**src/rtl/sar_pkg.sv**
```systemverilog
package sar_pkg;
  typedef enum logic [1:0] {
    RD_FULL = 2'd0,
    RD_HIGH = 2'd1,
    RD_LOW  = 2'd2
  } rd_mode_e;
endpackage

```
**src/rtl/sar_start_ctl.sv**
```systemverilog
module sar_start_ctl (
  input  logic clk,
  input  logic rst_n,
  input  logic ce,
  input  logic select_n,
  input  logic rd_cnv,
  input  logic addr_sel,
  input  logic done,
  output logic busy,
  output logic start,
  output logic short_len
);
  logic ce_q;
  logic start_evt;

  assign start_evt = ce & ~ce_q & ~select_n & ~rd_cnv;
  assign start     = start_evt & ~busy;

  always_ff @(posedge clk or negedge rst_n) begin
    if (!rst_n) begin
      ce_q      <= 1'b0;
      busy      <= 1'b0;
      short_len <= 1'b0;
    end else begin
      ce_q <= ce;
      if (start_evt) short_len <= addr_sel;
      if (start)     busy <= 1'b1;
      else if (done) busy <= 1'b0;
    end
  end

  AST_START_CAUSE: assert property (@(posedge clk) disable iff (!rst_n)
    $rose(busy) |-> $past(ce && !select_n && !rd_cnv));
endmodule

```
**src/rtl/sar_core.sv**
```systemverilog
module sar_core #(
  parameter int DATA_W  = 12,
  parameter int SHORT_W = 8
) (
  input  logic              clk,
  input  logic              rst_n,
  input  logic              start,
  input  logic              busy,
  input  logic              short_len,
  input  logic              cmp_in,
  output logic              done,
  output logic [DATA_W-1:0] result
);
  localparam int NIB = DATA_W - SHORT_W;
  localparam int IW  = $clog2(DATA_W);
  localparam logic [DATA_W-1:0] LOW_MASK = {{SHORT_W{1'b0}}, {NIB{1'b1}}};
  localparam logic [DATA_W-1:0] TOP_BIT  = {1'b1, {(DATA_W-1){1'b0}}};

  logic [DATA_W-1:0] work, dec, nxt;
  logic [IW-1:0]     idx;
  logic [IW-1:0]     stop_idx;

  assign stop_idx = short_len ? IW'(NIB) : '0;
  assign done     = busy && (idx <= stop_idx);

  always_comb begin
    dec      = work;
    dec[idx] = cmp_in;
    nxt      = dec;
    if (idx != '0) nxt[idx - 1'b1] = 1'b1;
  end

  always_ff @(posedge clk or negedge rst_n) begin
    if (!rst_n) begin
      work   <= '0;
      idx    <= '0;
      result <= '0;
    end else if (start) begin
      work <= TOP_BIT;
      idx  <= IW'(DATA_W - 1);
    end else if (busy) begin
      if (done) begin
        result <= short_len ? (dec & ~LOW_MASK) : dec;
      end else begin
        work <= nxt;
        idx  <= idx - 1'b1;
      end
    end
  end

  AST_SHORT_LSB: assert property (@(posedge clk) disable iff (!rst_n)
    (done && short_len) |=> (result[NIB-1:0] == '0));
  AST_RESULT_HOLD: assert property (@(posedge clk) disable iff (!rst_n)
    !done |=> $stable(result));
endmodule

```
**src/rtl/sar_bus_drv.sv**
```systemverilog
module sar_bus_drv
  import sar_pkg::*;
#(
  parameter int DATA_W  = 12,
  parameter int SHORT_W = 8
) (
  input  logic              clk,
  input  logic              rst_n,
  input  logic              ce,
  input  logic              select_n,
  input  logic              rd_cnv,
  input  logic              busy,
  input  logic              fmt_full,
  input  logic              addr_sel,
  input  logic [DATA_W-1:0] result,
  output logic [DATA_W-1:0] db_out,
  output logic [DATA_W-1:0] db_oe
);
  localparam int NIB = DATA_W - SHORT_W;

  rd_mode_e mode;
  logic     rd_en;

  assign rd_en = rd_cnv & ~busy & ce & ~select_n;
  assign mode  = fmt_full ? RD_FULL : (addr_sel ? RD_LOW : RD_HIGH);

  always_comb begin
    db_out = '0;
    db_oe  = '0;
    if (rd_en) begin
      unique case (mode)
        RD_FULL: begin
          db_oe  = '1;
          db_out = result;
        end
        RD_HIGH: begin
          db_oe[DATA_W-1:NIB]  = '1;
          db_out[DATA_W-1:NIB] = result[DATA_W-1:NIB];
        end
        RD_LOW: begin
          db_oe[DATA_W-1:NIB]    = '1;
          db_out[DATA_W-1 -: NIB] = result[NIB-1:0];
        end
        default: begin
          db_oe  = '0;
          db_out = '0;
        end
      endcase
    end
  end

  AST_LSB_FLOAT: assert property (@(posedge clk) disable iff (!rst_n)
    !fmt_full |-> (db_oe[NIB-1:0] == '0));
endmodule

```
**src/rtl/sar_bus_ctrl.sv**
```systemverilog
module sar_bus_ctrl #(
  parameter int DATA_W  = 12,
  parameter int SHORT_W = 8
) (
  input  logic              clk,
  input  logic              rst_n,
  input  logic              ce,
  input  logic              select_n,
  input  logic              rd_cnv,
  input  logic              addr_sel,
  input  logic              fmt_full,
  input  logic              cmp_in,
  output logic              busy,
  output logic [DATA_W-1:0] db_out,
  output logic [DATA_W-1:0] db_oe
);
  logic              start, short_len, done;
  logic [DATA_W-1:0] result;

  sar_start_ctl u_ctl (
    .clk       (clk),
    .rst_n     (rst_n),
    .ce        (ce),
    .select_n  (select_n),
    .rd_cnv    (rd_cnv),
    .addr_sel  (addr_sel),
    .done      (done),
    .busy      (busy),
    .start     (start),
    .short_len (short_len)
  );

  sar_core #(.DATA_W(DATA_W), .SHORT_W(SHORT_W)) u_core (
    .clk       (clk),
    .rst_n     (rst_n),
    .start     (start),
    .busy      (busy),
    .short_len (short_len),
    .cmp_in    (cmp_in),
    .done      (done),
    .result    (result)
  );

  sar_bus_drv #(.DATA_W(DATA_W), .SHORT_W(SHORT_W)) u_bus (
    .clk      (clk),
    .rst_n    (rst_n),
    .ce       (ce),
    .select_n (select_n),
    .rd_cnv   (rd_cnv),
    .busy     (busy),
    .fmt_full (fmt_full),
    .addr_sel (addr_sel),
    .result   (result),
    .db_out   (db_out),
    .db_oe    (db_oe)
  );

  AST_BUS_QUIET: assert property (@(posedge clk) disable iff (!rst_n)
    busy |-> (db_oe == '0));
endmodule

```
**config.mk**
```make
export PLATFORM = sky130hd
export DESIGN_NAME = sar_bus_ctrl
export DESIGN_NICKNAME = d
export VERILOG_FILES = /design/src/rtl/sar_pkg.sv /design/src/rtl/sar_start_ctl.sv /design/src/rtl/sar_core.sv /design/src/rtl/sar_bus_drv.sv /design/src/rtl/sar_bus_ctrl.sv
export SDC_FILE = /design/constraint.sdc
export NUM_CORES = 1
export LEC_CHECK = 0
export BUFFER_PORTS_ARGS = -buffer_cell sky130_fd_sc_hd__buf_2
export CORE_MARGIN = 5
export CORE_UTILIZATION = 51
export CTS_CLUSTER_SIZE = 24
export DETAILED_ROUTE_END_ITERATION = 8
export GPL_ROUTABILITY_DRIVEN = 0
export PLACE_DENSITY_LB_ADDON = 0.08
export REMOVE_ABC_BUFFERS = 1
export SLEW_MARGIN = 5
export SYNTH_ARGS = -nofsm -noshare
export SYNTH_HDL_FRONTEND = slang
export SYNTH_SLANG_ARGS = --single-unit
```
**constraint.sdc**
```tcl
create_clock -name clk -period 5.9 [get_ports clk]
set_input_delay 1.475 -clock clk [delete_from_list [all_inputs] [get_ports clk]]
set_output_delay 1.475 -clock clk [all_outputs]
set_load 0.01 [all_outputs]
```
### Yosys cells after proc, flatten, opt, wreduce, memory -nomap -nowiden

Cells that the tools add are included.

| storage, ports and cells | value |
|---|---|
| bits in registers | 31 |
| bits of input ports | 8 |
| output and inout bits | 25 |
| logic and storage cells | 64 |

| operators by class | value |
|---|---|
| add/subtract/negate cells | 1 |
| $lt $le $gt $ge | 5 |
| eq/ne operators | 3 |
| mux-type cells | 25 |
| bitwise logic cells | 13 |
| reduce and logical (&&, ||, !) cells | 11 |

Operators with widths:

| kind | number |
|---|---|
| 12-bit 2-to-1 mux | 6 |
| 4-bit 2-to-1 mux | 7 |
| 12-bit bitwise mux | 1 |
| 12-bit bitwise OR | 1 |
| 4-bit by 5-bit < comparator with 1-bit output (second input constant) | 2 |
| 1-bit demux with 4-bit select | 2 |
| 4-bit by 1-bit greater-or-equal comparator with 1-bit output (second input constant) | 2 |
| 8-bit 2-to-1 mux | 1 |
| 4-bit one-hot mux with 2 select lines | 1 |
| 1-bit AND | 7 |
| 1-bit inverter | 5 |
| 4-bit <= comparator | 1 |
| 1-bit 2-to-1 mux | 4 |
| 2-bit 2-to-1 mux | 2 |
| 2-bit nonzero test | 2 |
| 4-bit nonzero test | 1 |
| 4-bit by 1-bit subtractor with 4-bit output (second input constant) | 1 |
| 1-bit logical AND | 3 |
| 3-bit 2-to-1 mux | 1 |
| 3-bit AND reduction | 1 |
| 3-bit OR reduction | 1 |
| 2-bit by 1-bit == test with 1-bit output (second input constant) | 1 |
| 2-bit == test (second input constant) | 1 |
| 2-bit logical NOT | 1 |
| other kinds (3) | 3 |

### Longest topological paths before layout

| depth | value |
|---|---|
| depth in word-level cells | 10 |
| mapped depth | 9 |
| gate-level depth less buffers | 7 |

### By module

From an unflattened synthesis, not the netlist that was laid out.

| second synthesis, totals | value |
|---|---|
| cells, all modules | 218 |
| area total of the unflattened synthesis | 2,034.5 sq um |

By module, submodules not included:

| module | times used | cells each | area an instance (sq um) | seq. area each (sq um) |
|---|---|---|---|---|
| sar_core | 1 | 180 | 1,659.1 | 700.7 |
| sar_bus_drv | 1 | 31 | 257.7 | 0.0 |
| sar_start_ctl | 1 | 7 | 117.6 | 75.1 |

### Worst setup path before layout

No wires, ideal clock.

| path | value |
|---|---|
| path kind | in2out |
| start | input select_n |
| end | output db_oe[1] |
| data arrival time | 2.620 ns |
| required time | 4.425 ns |
| path slack | 1.805 ns |
| cell stages on the path | 5 |
| buffers on the path | 1 |
| cells stage by stage | nor2_1 nand3_1 inv_1 and2_1 buf_4 |

| on the way | value |
|---|---|
| cells in the longest elaborated chain, start to end | 3 |

RTL lines:

| element | RTL line | source |
|---|---|---|
| from (decl) | sar_bus_ctrl.sv:8 | `input logic select_n,` |
| 1-bit inverter | sar_bus_drv.sv:24 | `assign rd_en = rd_cnv & ~busy & ce & ~select_n;` |
| 1-bit AND | sar_bus_drv.sv:24 |  |
| 12-bit 2-to-1 mux | sar_bus_drv.sv:30 | `if (rd_en) begin` |
| to (decl) | sar_bus_ctrl.sv:15 | `output logic [DATA_W-1:0] db_oe` |

No other way between the ends.

### Worst setup path in the final report

Ends and elaborated chain as after synthesis.

==> flow_summary.yaml <==
synthesis:
  ys_seq_area_frac: 0.386
  ys_seq_elements: 31
  ys_async_sr_fraction: 1.00
  synth_edf_count: 0
  netlist_area_sq_um: 2010
  ys_warn_count: 0
  synthFlopType: "dfrtp_1"
  synth.avg_cell_area_sq_um: 9.21
  ys_types: 40
  synthCells: 218
clocking:
  postCtsHoldBufs: 0
  cts-root-buf: "clkbuf_8"
  cts.clk_slew.worst_paths_ns: 0.06
  post_cts_buffers: 0
  cts_tree: "built"
  ctsResizeCount: 0
  htree_num_levels: 2
  cts.sinks: 31
  clockBufferDepth: 2
  cts_inserted_buffers: 5
  clk_latency_ns: 0.28
routing:
  ant_nets: 0
  routedWlPerCell_um: 16.3
  top_layer_used: "met4"
  wl_met2_mm: 2.10
  viasPerCell: 5.91
  met3RoutedLength_um: 407
  drt_iter0_drc: 87
  drc: 0
  wl_met1_mm: 1.99
  routed_wirelength_mm: 4.61
  vias: 1673
  firstDrtPassIters: 4
finish:
  drive_gt1_frac: 0.196
  final_cell_area_sq_um: 2170
  diodes: 0
  fin_util: 0.580
  final_nets: 250
  areaGrowthSynthToFinish_pct: 8.16
global_route:
  grt_max_degree: 32
  grt_pass1_wl_mm: 7.85
  antenna_found_initial: 0
  grt_use_total: 0.191
  grt_pass1_vias: 1663
  grt-ovfl-total: 0
timing:
  rsz0062_at_grt: "false"
  period_needed_ns: 4.27
  skew_ns: 0.00623
  finalSetupTns_ns: 0
  finalHoldViolCount: 0
  fmax_mhz: 234
  final-setup-viol-count: 0
  worst_slew_margin_rel: 0.271
  worst_slew_pin_slew_ns: 1.09
  slew_violations: 0
  period_share: 0.723
critical_path:
  crit_path_end_kind: "output pin"
  critPathLaunchType: "input port"
  worstPathArrival_ns: 2.79
  crit_path_max_fanout: 17
  crit_type: "in -> out"
  worstPathRequired_ns: 4.43
  rrSetupSlack_ns: 3.12
floorplan:
  io_pins: 33
  rows: 22
  initial_utilization: 0.536
  die_w_um: 72.8
  fp.dieArea_sq_um: 5290
  core_area_sq_um: 3740
  die_y_um: 72.8
flow_run:
  cap_viol_max_count: 0
power_and_ir_drop:
  peakVddDrop_v: 0.000288
  leakage_nw: 1.08
  power_mw: 1.04
  power.density_nw_per_um2: 477
place:
  dpl.hpwl_mm: 3.32
  dpl_cell_area_sq_um: 2080
  io_buffer_count: 32
run_status:
  status: "finished clean"
min_path:
  hp-class: "reg -> reg"
power by group:
part / internal [mW] / switching (mW) / leakage, nW / total [mW]
sequential: 0.297 / 0.0915 / 0.374 / 0.389
clock: 0.0913 / 0.0761 / 0.0470 / 0.167
combinational: 0.195 / 0.284 / 0.658 / 0.479
total: 0.584 / 0.451 / 1.08 / 1.04
cell usage in the layout (no fill, tap or decap), types with 7 or more instances in the layout:
master,instances
mux2i_1,20
buf_2,32
a21oi_1,13
and3_1,10
dfrtp_1,31
nor2_1,22
o21ai_0,8
o22ai_1,8
nand2_1,13
inv_1,10
ha_1,7
synth_stat cells, types with 2 or more instances:
master,n,share of area
nor3b_1,3,0.011
buf_6,2,0.011
buf_2,4,0.010
a221o_1,4,0.020
nand3_1,5,0.012
a21oi_1,13,0.032
a22oi_1,2,0.0075
o31ai_1,2,0.0075
and2_1,2,0.0062
mux2i_1,20,0.10
buf_4,11,0.041
inv_1,10,0.019
a221oi_1,4,0.017
and3_1,10,0.031
nor2_1,22,0.041
dfrtp_1,31,0.39
nor2b_1,2,0.0062
ha_1,7,0.044
o21ai_0,8,0.020
a2111oi_0,2,0.0087
nand3b_1,5,0.019
nor3_1,5,0.012
nand2_1,13,0.024
o22ai_1,8,0.025
clkbuf_1,5,0.0093
a21oi_4,2,0.016
nand2b_1,3,0.0093
final timing paths:
check,start,to,cells after the start
setup / recovery,select_n,db_oe[1],6
hold / removal,u_core.work[8],u_core.work[8],2
setup reg to reg,u_core.idx[0],u_core.result[1],6
hold reg to reg,u_core.work[8],u_core.work[8],2
max in group asynchronous,rst_n,u_ctl.short_len,1
min in group asynchronous,rst_n,u_core.work[0],1
metal layers:
metal | vias to the layer above | global-route usage
li1 | 808 | -
met1 | 788 | 0.239
met2 | 68 | 0.309
met3 | 9 | 0.0413
met4 | 0 | 0.102
met5 | - | 0
through the flow:
stage / setup WS [ns] / std cells / hold WS [ns]
finish: 1.63 / 283 / 0.506
global route: 1.46 / 283 / 0.544
CTS: 1.63 / 283 / 0.507
detailed placement: 1.63 / 276 / 0.493
global placement: 1.79 / 276 / 0.476
floorplan: 1.47 / 196 / 0.462
registers in the layout, indices dropped and copies added, names as in the netlist:
register	flops
u_core.idx	4
u_core.result	12
u_core.work	12
u_ctl.busy	1
u_ctl.ce_q	1
u_ctl.short_len	1
worst max-delay path, cell delays in order:
cell and delay, ns:
buf_2 0.11, nor2_1 0.27, nand3_1 0.25, inv_1 0.33, and2_1 0.22, buf_2 0.15
cells by family after synthesis:
family                   after synthesis  synth area share
AND/OR/NAND/NOR                       73             0.186
AO/OA/AOI/OAI                         53             0.186
buffers and inverters                 33            0.0922
flip-flops                            31             0.386
multiplexers                          21             0.105
adder cells (fa/ha/maj)                7            0.0436
area by class of cell:
| cell class | count | area [sq um] |
|---|---|---|
| clock inverter | 1 | 5.00 |
| timing repair buffer | 32 | 160 |
| clock buffer | 6 | 82.6 |
| inverter | 11 | 41.3 |
| sequential | 31 | 776 |
| tap | 48 | 60.1 |
| multi-input combinational | 154 | 1050 |
| fill | 355 | 1570 |
(Power assumes the default switching activity.)
